### config.mk
export PLATFORM = sky130hd
export DESIGN_NAME = smb_cfg_slave
export DESIGN_NICKNAME = d
export VERILOG_FILES = /design/src/rtl/smb_cfg_pkg.sv /design/src/rtl/smb_bus_mon.sv /design/src/rtl/smb_proto.sv /design/src/rtl/smb_regfile.sv /design/src/rtl/smb_cfg_slave.sv
export SDC_FILE = /design/constraint.sdc
export NUM_CORES = 1
export LEC_CHECK = 0
export BUFFER_PORTS_ARGS = -buffer_cell sky130_fd_sc_hd__clkbuf_2
export CAP_MARGIN = 20
export CORE_MARGIN = 10
export CORE_UTILIZATION = 60
export DETAILED_ROUTE_END_ITERATION = 10
export PLACE_DENSITY = 0.83
export SYNTH_ARGS = -nofsm -noshare
export SYNTH_HDL_FRONTEND = slang
export SYNTH_SLANG_ARGS = --single-unit
### constraint.sdc
create_clock -name clk_i -period 4.7 [get_ports clk_i]
set_input_delay 0.94 -clock clk_i [delete_from_list [all_inputs] [get_ports clk_i]]
set_output_delay 0.94 -clock clk_i [all_outputs]
set_load 0.02 [all_outputs]
### src/rtl/smb_cfg_pkg.sv
package smb_cfg_pkg;
  localparam logic [6:0] ADDR_BASE = 7'h58;
  localparam logic [7:0] A_CTRL    = 8'h07;
  localparam logic [7:0] A_OVR     = 8'h08;
  localparam logic [7:0] A_INFO    = 8'h51;
  localparam logic [7:0] A_CH0     = 8'h0E;
  localparam int CH_STRIDE = 7;
  localparam int CH_FIELDS = 5;
  localparam int GLB_SLOTS = 3;
  // field slots inside a channel block
  localparam int F_RXD  = 0;
  localparam int F_EQ   = 1;
  localparam int F_RATE = 2;
  localparam int F_DEM  = 3;
  localparam int F_IDLE = 4;
  // control / override bit positions
  localparam int CTRL_RST  = 6;
  localparam int CTRL_MST  = 5;
  localparam int OVR_RATE  = 2;
  localparam int OVR_RXD   = 3;
  localparam int OVR_IDLE  = 6;

  typedef enum logic [3:0] {
    S_IDLE, S_ADDR, S_AACK, S_PTR, S_PACK, S_WDAT, S_WACK, S_RDAT, S_MACK, S_IGN
  } smb_state_e;

  function automatic logic [7:0] slot_addr(input int s);
    if (s == 0) return A_CTRL;
    if (s == 1) return A_OVR;
    if (s == 2) return A_INFO;
    return 8'(int'(A_CH0) + CH_STRIDE * ((s - GLB_SLOTS) / CH_FIELDS) + (s - GLB_SLOTS) % CH_FIELDS);
  endfunction

  function automatic logic [7:0] slot_def(input int s);
    if (s == 0) return 8'h01;
    if (s == 1) return 8'h00;
    if (s == 2) return 8'h77;
    case ((s - GLB_SLOTS) % CH_FIELDS)
      F_EQ:    return 8'h2F;
      F_RATE:  return 8'hED;
      F_DEM:   return 8'h02;
      default: return 8'h00;
    endcase
  endfunction

  function automatic logic [7:0] slot_mask(input int s);
    if (s == 0) return 8'h60;
    if (s == 1) return 8'h4C;
    if (s == 2) return 8'h00;
    case ((s - GLB_SLOTS) % CH_FIELDS)
      F_RXD:   return 8'h0C;
      F_EQ:    return 8'hFF;
      F_RATE:  return 8'hC0;
      F_DEM:   return 8'h07;
      default: return 8'h0F;
    endcase
  endfunction
endpackage

### src/rtl/smb_bus_mon.sv
module smb_bus_mon #(
  parameter int TBUF_CYC = 50
) (
  input  logic clk_i,
  input  logic rst_ni,
  input  logic scl_i,
  input  logic sda_i,
  output logic scl_s_o,
  output logic sda_s_o,
  output logic scl_rise_o,
  output logic scl_fall_o,
  output logic start_o,
  output logic stop_o,
  output logic free_o
);
  localparam int CW = $clog2(TBUF_CYC + 1);

  logic [1:0]    scl_sync, sda_sync;
  logic          scl_q, sda_q;
  logic [CW-1:0] hi_cnt;

  always_ff @(posedge clk_i or negedge rst_ni) begin
    if (!rst_ni) begin
      scl_sync <= 2'b11;
      sda_sync <= 2'b11;
      scl_q    <= 1'b1;
      sda_q    <= 1'b1;
    end else begin
      scl_sync <= {scl_sync[0], scl_i};
      sda_sync <= {sda_sync[0], sda_i};
      scl_q    <= scl_sync[1];
      sda_q    <= sda_sync[1];
    end
  end

  assign scl_s_o    = scl_sync[1];
  assign sda_s_o    = sda_sync[1];
  assign scl_rise_o = scl_s_o & ~scl_q;
  assign scl_fall_o = ~scl_s_o & scl_q;
  assign start_o    = scl_s_o & scl_q & sda_q & ~sda_s_o;
  assign stop_o     = scl_s_o & scl_q & ~sda_q & sda_s_o;

  // bus-free timer: both lines high for TBUF_CYC cycles after a STOP
  always_ff @(posedge clk_i or negedge rst_ni) begin
    if (!rst_ni) begin
      hi_cnt <= '0;
      free_o <= 1'b1;
    end else if (stop_o) begin
      hi_cnt <= '0;
      free_o <= 1'b0;
    end else if (!(scl_s_o && sda_s_o)) begin
      hi_cnt <= '0;
    end else if (!free_o) begin
      if (hi_cnt == CW'(TBUF_CYC - 1)) free_o <= 1'b1;
      else                             hi_cnt <= hi_cnt + 1'b1;
    end
  end

  AST_FREE_AFTER_STOP: assert property (@(posedge clk_i) disable iff (!rst_ni)
    stop_o |=> !free_o);
  AST_FREE_NEEDS_HIGH: assert property (@(posedge clk_i) disable iff (!rst_ni)
    $rose(free_o) |-> $past(scl_s_o && sda_s_o));
endmodule

### src/rtl/smb_proto.sv
module smb_proto
  import smb_cfg_pkg::*;
(
  input  logic       clk_i,
  input  logic       rst_ni,
  input  logic       scl_s_i,
  input  logic       sda_s_i,
  input  logic       scl_rise_i,
  input  logic       scl_fall_i,
  input  logic       start_i,
  input  logic       stop_i,
  input  logic       free_i,
  input  logic [3:0] strap_i,
  input  logic [7:0] rd_data_i,
  output logic       sda_oe_o,
  output logic       wr_en_o,
  output logic [7:0] ptr_o,
  output logic [7:0] wr_data_o
);
  smb_state_e state;
  logic [7:0] sh;
  logic [3:0] bitcnt;
  logic       rd_mode;
  logic [6:0] own_addr;

  assign own_addr  = 7'(ADDR_BASE + 7'(strap_i));
  assign wr_data_o = sh;

  always_ff @(posedge clk_i or negedge rst_ni) begin
    if (!rst_ni) begin
      state    <= S_IDLE;
      sh       <= '0;
      bitcnt   <= '0;
      rd_mode  <= 1'b0;
      ptr_o    <= '0;
      sda_oe_o <= 1'b0;
      wr_en_o  <= 1'b0;
    end else begin
      wr_en_o <= 1'b0;
      if (start_i && (state != S_IDLE || free_i)) begin
        state    <= S_ADDR;
        bitcnt   <= '0;
        sda_oe_o <= 1'b0;
      end else if (stop_i) begin
        state    <= S_IDLE;
        sda_oe_o <= 1'b0;
      end else begin
        case (state)
          S_ADDR, S_PTR, S_WDAT: begin
            if (scl_rise_i) begin
              sh     <= {sh[6:0], sda_s_i};
              bitcnt <= bitcnt + 1'b1;
            end else if (scl_fall_i && bitcnt == 4'd8) begin
              if (state == S_ADDR) begin
                if (sh[7:1] == own_addr) begin
                  state    <= S_AACK;
                  rd_mode  <= sh[0];
                  sda_oe_o <= 1'b1;
                end else begin
                  state <= S_IGN;
                end
              end else if (state == S_PTR) begin
                ptr_o    <= sh;
                state    <= S_PACK;
                sda_oe_o <= 1'b1;
              end else begin
                wr_en_o  <= 1'b1;
                state    <= S_WACK;
                sda_oe_o <= 1'b1;
              end
            end
          end
          S_AACK, S_PACK: begin
            if (scl_fall_i) begin
              bitcnt <= '0;
              if (state == S_AACK && rd_mode) begin
                state    <= S_RDAT;
                sh       <= rd_data_i;
                sda_oe_o <= ~rd_data_i[7];
              end else begin
                state    <= (state == S_AACK) ? S_PTR : S_WDAT;
                sda_oe_o <= 1'b0;
              end
            end
          end
          S_WACK: begin
            if (scl_fall_i) begin
              state    <= S_IGN;
              sda_oe_o <= 1'b0;
            end
          end
          S_RDAT: begin
            if (scl_rise_i) begin
              bitcnt <= bitcnt + 1'b1;
            end else if (scl_fall_i) begin
              if (bitcnt == 4'd8) begin
                state    <= S_MACK;
                sda_oe_o <= 1'b0;
              end else begin
                sh       <= {sh[6:0], 1'b0};
                sda_oe_o <= ~sh[6];
              end
            end
          end
          S_MACK: if (scl_rise_i) state <= S_IGN;
          default: ;
        endcase
      end
    end
  end

  AST_OE_SCL_LOW: assert property (@(posedge clk_i) disable iff (!rst_ni)
    !$stable(sda_oe_o) |-> !scl_s_i);
  AST_IGN_QUIET: assert property (@(posedge clk_i) disable iff (!rst_ni)
    (state == S_IGN) |-> !sda_oe_o);
  AST_IDLE_QUIET: assert property (@(posedge clk_i) disable iff (!rst_ni)
    (state == S_IDLE) |-> !sda_oe_o);
  AST_WR_AFTER_ACKS: assert property (@(posedge clk_i) disable iff (!rst_ni)
    wr_en_o |-> (state == S_WACK) && sda_oe_o);
endmodule

### src/rtl/smb_regfile.sv
module smb_regfile
  import smb_cfg_pkg::*;
#(
  parameter int NUM_CH = 2
) (
  input  logic                   clk_i,
  input  logic                   rst_ni,
  input  logic                   hold_i,
  input  logic                   wr_en_i,
  input  logic [7:0]             ptr_i,
  input  logic [7:0]             wr_data_i,
  output logic [7:0]             rd_data_o,
  output logic [7:0]             ovr_o,
  output logic                   mst_rst_o,
  output logic [NUM_CH-1:0][7:0] ch_eq_o,
  output logic [NUM_CH-1:0][2:0] ch_dem_o,
  output logic [NUM_CH-1:0]      ch_rate_o,
  output logic [NUM_CH-1:0][1:0] ch_rxd_o,
  output logic [NUM_CH-1:0][3:0] ch_idle_o
);
  localparam int NSLOT = GLB_SLOTS + CH_FIELDS * NUM_CH;

  logic [7:0] q [NSLOT];
  logic       glb_rst;

  assign glb_rst = q[0][CTRL_RST];

  always_ff @(posedge clk_i or negedge rst_ni) begin
    if (!rst_ni) begin
      for (int s = 0; s < NSLOT; s++) q[s] <= slot_def(s);
    end else begin
      for (int s = 0; s < NSLOT; s++) begin
        if (hold_i || glb_rst)
          q[s] <= slot_def(s);
        else if (wr_en_i && ptr_i == slot_addr(s))
          q[s] <= (q[s] & ~slot_mask(s)) | (wr_data_i & slot_mask(s));
        else if (s == 0)
          q[s][CTRL_MST] <= 1'b0;
      end
    end
  end

  always_comb begin
    rd_data_o = '0;
    for (int s = 0; s < NSLOT; s++)
      if (ptr_i == slot_addr(s)) rd_data_o = q[s];
  end

  assign ovr_o     = q[1];
  assign mst_rst_o = q[0][CTRL_MST];

  for (genvar c = 0; c < NUM_CH; c++) begin : g_ch
    localparam int B = GLB_SLOTS + CH_FIELDS * c;
    assign ch_eq_o[c]   = q[B + F_EQ];
    assign ch_dem_o[c]  = q[B + F_DEM][2:0];
    assign ch_rate_o[c] = q[B + F_RATE][6];
    assign ch_rxd_o[c]  = q[B + F_RXD][3:2];
    assign ch_idle_o[c] = q[B + F_IDLE][3:0];
  end

  for (genvar s = 0; s < NSLOT; s++) begin : g_hold_chk
    AST_HOLD_DEFAULT: assert property (@(posedge clk_i) disable iff (!rst_ni)
      hold_i |=> (q[s] == slot_def(s)));
  end

  AST_RST_SELF_CLEAR: assert property (@(posedge clk_i) disable iff (!rst_ni)
    glb_rst |=> !glb_rst);
  AST_MST_PULSE: assert property (@(posedge clk_i) disable iff (!rst_ni)
    mst_rst_o |=> !mst_rst_o);
  AST_INFO_RO: assert property (@(posedge clk_i) disable iff (!rst_ni)
    q[2] == 8'h77);
endmodule

### src/rtl/smb_cfg_slave.sv
module smb_cfg_slave
  import smb_cfg_pkg::*;
#(
  parameter int NUM_CH   = 2,
  parameter int TBUF_CYC = 50
) (
  input  logic                   clk_i,
  input  logic                   rst_ni,
  input  logic                   scl_i,
  input  logic                   sda_i,
  output logic                   sda_oe_o,
  input  logic [3:0]             strap_i,
  input  logic                   mode_i,
  input  logic [NUM_CH-1:0][7:0] eq_pin_i,
  input  logic [NUM_CH-1:0][2:0] dem_pin_i,
  input  logic                   rate_pin_i,
  input  logic [1:0]             rxdet_pin_i,
  input  logic [3:0]             idle_pin_i,
  output logic [NUM_CH-1:0][7:0] eq_o,
  output logic [NUM_CH-1:0][2:0] dem_o,
  output logic [NUM_CH-1:0]      rate_o,
  output logic [NUM_CH-1:0][1:0] rxdet_o,
  output logic [NUM_CH-1:0][3:0] idle_o,
  output logic                   mst_rst_o
);
  logic scl_s, sda_s, scl_rise, scl_fall, start, stop, free;
  logic wr_en;
  logic [7:0] ptr, wr_data, rd_data, ovr;
  logic [NUM_CH-1:0][7:0] r_eq;
  logic [NUM_CH-1:0][2:0] r_dem;
  logic [NUM_CH-1:0]      r_rate;
  logic [NUM_CH-1:0][1:0] r_rxd;
  logic [NUM_CH-1:0][3:0] r_idle;

  smb_bus_mon #(.TBUF_CYC(TBUF_CYC)) u_mon (
    .clk_i, .rst_ni, .scl_i, .sda_i,
    .scl_s_o(scl_s), .sda_s_o(sda_s), .scl_rise_o(scl_rise), .scl_fall_o(scl_fall),
    .start_o(start), .stop_o(stop), .free_o(free)
  );

  smb_proto u_proto (
    .clk_i, .rst_ni,
    .scl_s_i(scl_s), .sda_s_i(sda_s), .scl_rise_i(scl_rise), .scl_fall_i(scl_fall),
    .start_i(start), .stop_i(stop), .free_i(free), .strap_i,
    .rd_data_i(rd_data), .sda_oe_o, .wr_en_o(wr_en), .ptr_o(ptr), .wr_data_o(wr_data)
  );

  smb_regfile #(.NUM_CH(NUM_CH)) u_regs (
    .clk_i, .rst_ni, .hold_i(~mode_i),
    .wr_en_i(wr_en), .ptr_i(ptr), .wr_data_i(wr_data), .rd_data_o(rd_data),
    .ovr_o(ovr), .mst_rst_o,
    .ch_eq_o(r_eq), .ch_dem_o(r_dem), .ch_rate_o(r_rate), .ch_rxd_o(r_rxd), .ch_idle_o(r_idle)
  );

  for (genvar c = 0; c < NUM_CH; c++) begin : g_sel
    assign eq_o[c]    = mode_i ? r_eq[c]  : eq_pin_i[c];
    assign dem_o[c]   = mode_i ? r_dem[c] : dem_pin_i[c];
    assign rate_o[c]  = (mode_i && ovr[OVR_RATE]) ? r_rate[c] : rate_pin_i;
    assign rxdet_o[c] = (mode_i && ovr[OVR_RXD])  ? r_rxd[c]  : rxdet_pin_i;
    assign idle_o[c]  = (mode_i && ovr[OVR_IDLE]) ? r_idle[c] : idle_pin_i;
  end

  AST_PIN_MODE_EQ: assert property (@(posedge clk_i) disable iff (!rst_ni)
    !mode_i |-> (eq_o == eq_pin_i) && (dem_o == dem_pin_i));
  AST_NO_OVR_PINS: assert property (@(posedge clk_i) disable iff (!rst_ni)
    !mode_i |-> (rate_o == {NUM_CH{rate_pin_i}}));
endmodule

==> flow_metrics.py <==
metrics = {
    "global_route": {
        "grt_antenna_before_repair": 0,
        "track_usage": 0.225,
        "grt_pass1_wl_um": 23700,
        "grt_pass1_vias": 4563,
        "overflow": 0,
        "grt_max_degree": 85,
    },
    "placed_design": {
        "post_dp_cell_area_um2": 5620,
        "port-buffer-count": 75,
        "post-place-cells": 722,
        "hpwl_um": 10600,
        "pre_cts_slack_ns": 1.46,
        "gp_congestion": 0.962,
    },
    "setup_path": {
        "startpoint_type": "input pin",
        "cp-end-kind": "output port",
        "crit_type": "in2out",
        "crit_path_max_fanout": 39,
        "arrival_ns": 2.29,
        "r2r_cells": 5,
        "crit_required_ns": 3.76,
    },
    "layout": {
        "fin_area_um2": 5840,
        "regArea_um2": 2130,
        "diodes": 0,
        "layout.nets": 668,
        "areaGrowthSynthToFinish_pct": 11.6,
        "drive_gt1_frac": 0.269,
        "final_util": 0.680,
        "multi_input_area_um2": 2900,
        "nFillCells": 716,
        "finalNonFillerCells": 739,
    },
    "floorplanning": {
        "die_h_um": 113,
        "start_util": 0.609,
        "die_w_um": 113,
        "ios": 76,
        "dieArea_um2": 12900,
        "rows": 34,
        "core_um2": 8590,
    },
    "drt": {
        "wl_per_cell_um": 20.1,
        "drc": 0,
        "vias_per_cell": 6.42,
        "firstDrtPassIters": 6,
        "drt_iter0_drc": 430,
        "via_count": 4747,
        "wl_um": 14900,
        "drtAntennaViolNets": 0,
    },
    "power": {
        "p_leak_nw": 2.62,
        "p_total_mw": 1.86,
        "vdd_drop_max_uv": 180,
        "cellPowerDensity_nw_per_um2": 318,
    },
    "sta": {
        "period_needed_ns": 3.23,
        "fmax_mhz": 310,
        "slew_headroom": 0.301,
        "fin_ws_ns": 1.47,
        "rsz0062_at_grt": "false",
        "tightest_slew_ns": 1.05,
        "fin_crit_sh": 0.687,
        "hold_viol_final": 0,
        "fin_setup_tns_ns": 0,
        "setup_viol": 0,
        "fin_skew_ns": 0.0128,
        "whs_ns": 0.360,
        "maxSlewViolCount": 0,
    },
    "synthesis": {
        "avgSynthCellArea_um2": 9.09,
        "synth_cell_types": 74,
        "yosysSeqAreaShare": 0.407,
        "synth_fp_nets": 618,
        "async_flop_share": 1.00,
        "synthCells": 576,
        "synth-edff-count": 0,
        "synth_area_um2": 5230,
        "ys_ff_latch": 84,
        "synth_warnings": 0,
        "synth-main-ff-cell": "dfrtp_1",
    },
    "clock_network": {
        "post_cts_buffers": 0,
        "clock-root-buffer": "clkbuf_8",
        "numCtsBuffers": 9,
        "cts_num_sinks": 84,
        "cts-hold-fix-buffers": 0,
        "cts_resized": 0,
        "htreeDepth": 3,
        "cts_tree": "built",
        "clk_latency_ns": 0.36,
        "clk_path_buf_depth": 2,
        "clkTransAtPathRegs_ns": 0.09,
    },
    "hold_path": {
        "min_path_type": "reg2reg",
        "min_path_cells": 0,
    },
    "run": {
        "timing.max_cap.violations": 0,
    },
    "outcome": {
        "status": "complete, no violations",
    },
}
[final cells by class]
| type | count | area share |
|---|---|---|
| multi-input cells | 439 | 0.496 |
| flip-flops and latches | 84 | 0.365 |
| repair buffers | 80 | 0.0746 |
| clock buffers | 12 | 0.0283 |
| well taps | 108 | 0.0231 |
| inverters | 12 | 0.00771 |
| clock inverters | 4 | 0.00514 |
[cells in the mapped netlist, drive strengths merged, types with 5 or more instances]
library cell,n,share of area
clkbuf,36,0.026
and4,5,0.0084
a22o,5,0.0084
a21boi,5,0.0072
mux2i,26,0.050
nor2,53,0.038
a31o,7,0.012
dfstp,24,0.12
nor2b,10,0.012
or2,5,0.0060
nor3,9,0.0096
nand2,63,0.045
inv,12,0.0086
a21oi,27,0.026
dfrtp,60,0.29
a211oi,9,0.013
o21ai,24,0.023
nand3,34,0.033
nor4b,5,0.0096
nor4,5,0.0060
xnor2,6,0.010
o211ai,6,0.0086
nand2b,10,0.012
buf,5,0.0045
mux2,32,0.069
[logic make-up after synthesis]
group,synth area share
AND/OR/NAND/NOR,0.237
buffers and inverters,0.0390
XOR/XNOR,0.0167
multiplexers,0.119
flip-flops,0.407
AO/OA/AOI/OAI,0.172
adder cells (fa/ha/maj),0.00956
[power breakdown]
part / leakage (nW) / switching, mW / internal [mW]
Sequential: 1.07 / 0.186 / 0.779
Clock: 0.0994 / 0.276 / 0.239
Combinational: 1.45 / 0.209 / 0.167
[registers in the layout (all words and copies together) (netlist names), 2 cells and up]
signal and count:
u_regs.ch_eq_o 16, u_proto.ptr_o 8, u_proto.wr_data_o 8, u_regs.ch_idle_o 8
u_mon.hi_cnt 6, u_regs.ch_dem_o 6, u_proto.bitcnt 4, u_proto.state 4
u_regs.ch_rxd_o 4, u_regs.ovr_o 3, u_regs.q 3, u_mon.scl_sync 2
u_mon.sda_sync 2, u_regs.ch_rate_o 2
[critical path: stages]
cell	delay (ns)
clkbuf_2	0.63
nand2_1	0.29
o21ai_0	0.23
clkbuf_2	0.20
[layer usage]
metal	vias up	track usage	part of all wire
met4	0	0.0922	0.031
met3	43	0.0499	0.080
met1	2292	0.268	0.38
met2	204	0.384	0.51
li1	2208	-	-
met5	-	0	0
[cells in the final DEF, fill, tap and decap left out, types with 5 or more instances in the layout]
master	Yosys	final
o211ai_1	6	6
a21boi_0	5	5
nand3_1	34	34
nand2b_1	10	10
nand2_1	63	63
mux2i_1	26	26
o21ai_0	23	23
nor4_1	5	5
nor3_1	8	8
inv_1	12	12
a31o_2	7	7
dfrtp_1	60	60
or2_2	5	5
nor2_1	53	53
xnor2_1	6	6
a21oi_1	27	27
a22o_1	5	5
nor2b_1	10	10
a211oi_1	9	9
dfstp_2	24	24
and4_1	5	5
buf_4	0	5
mux2_2	32	32
clkbuf_8	0	12
clkbuf_2	0	74
[worst paths after layout]
kind,to,from,slack (ns)
min reg2reg,u_mon.sda_sync[1],u_mon.sda_sync[0],0.36
max,idle_o[4],mode_i,1.47
min,u_mon.sda_sync[1],u_mon.sda_sync[0],0.36
max reg2reg,u_regs.ch_eq_o[12],u_proto.ptr_o[5],1.92
max in group asynchronous,u_mon.scl_sync[0],rst_ni,3.55
min in group asynchronous,u_regs.glb_rst,rst_ni,0.48
No activity file was read; power rests on OpenSTA's default activity.
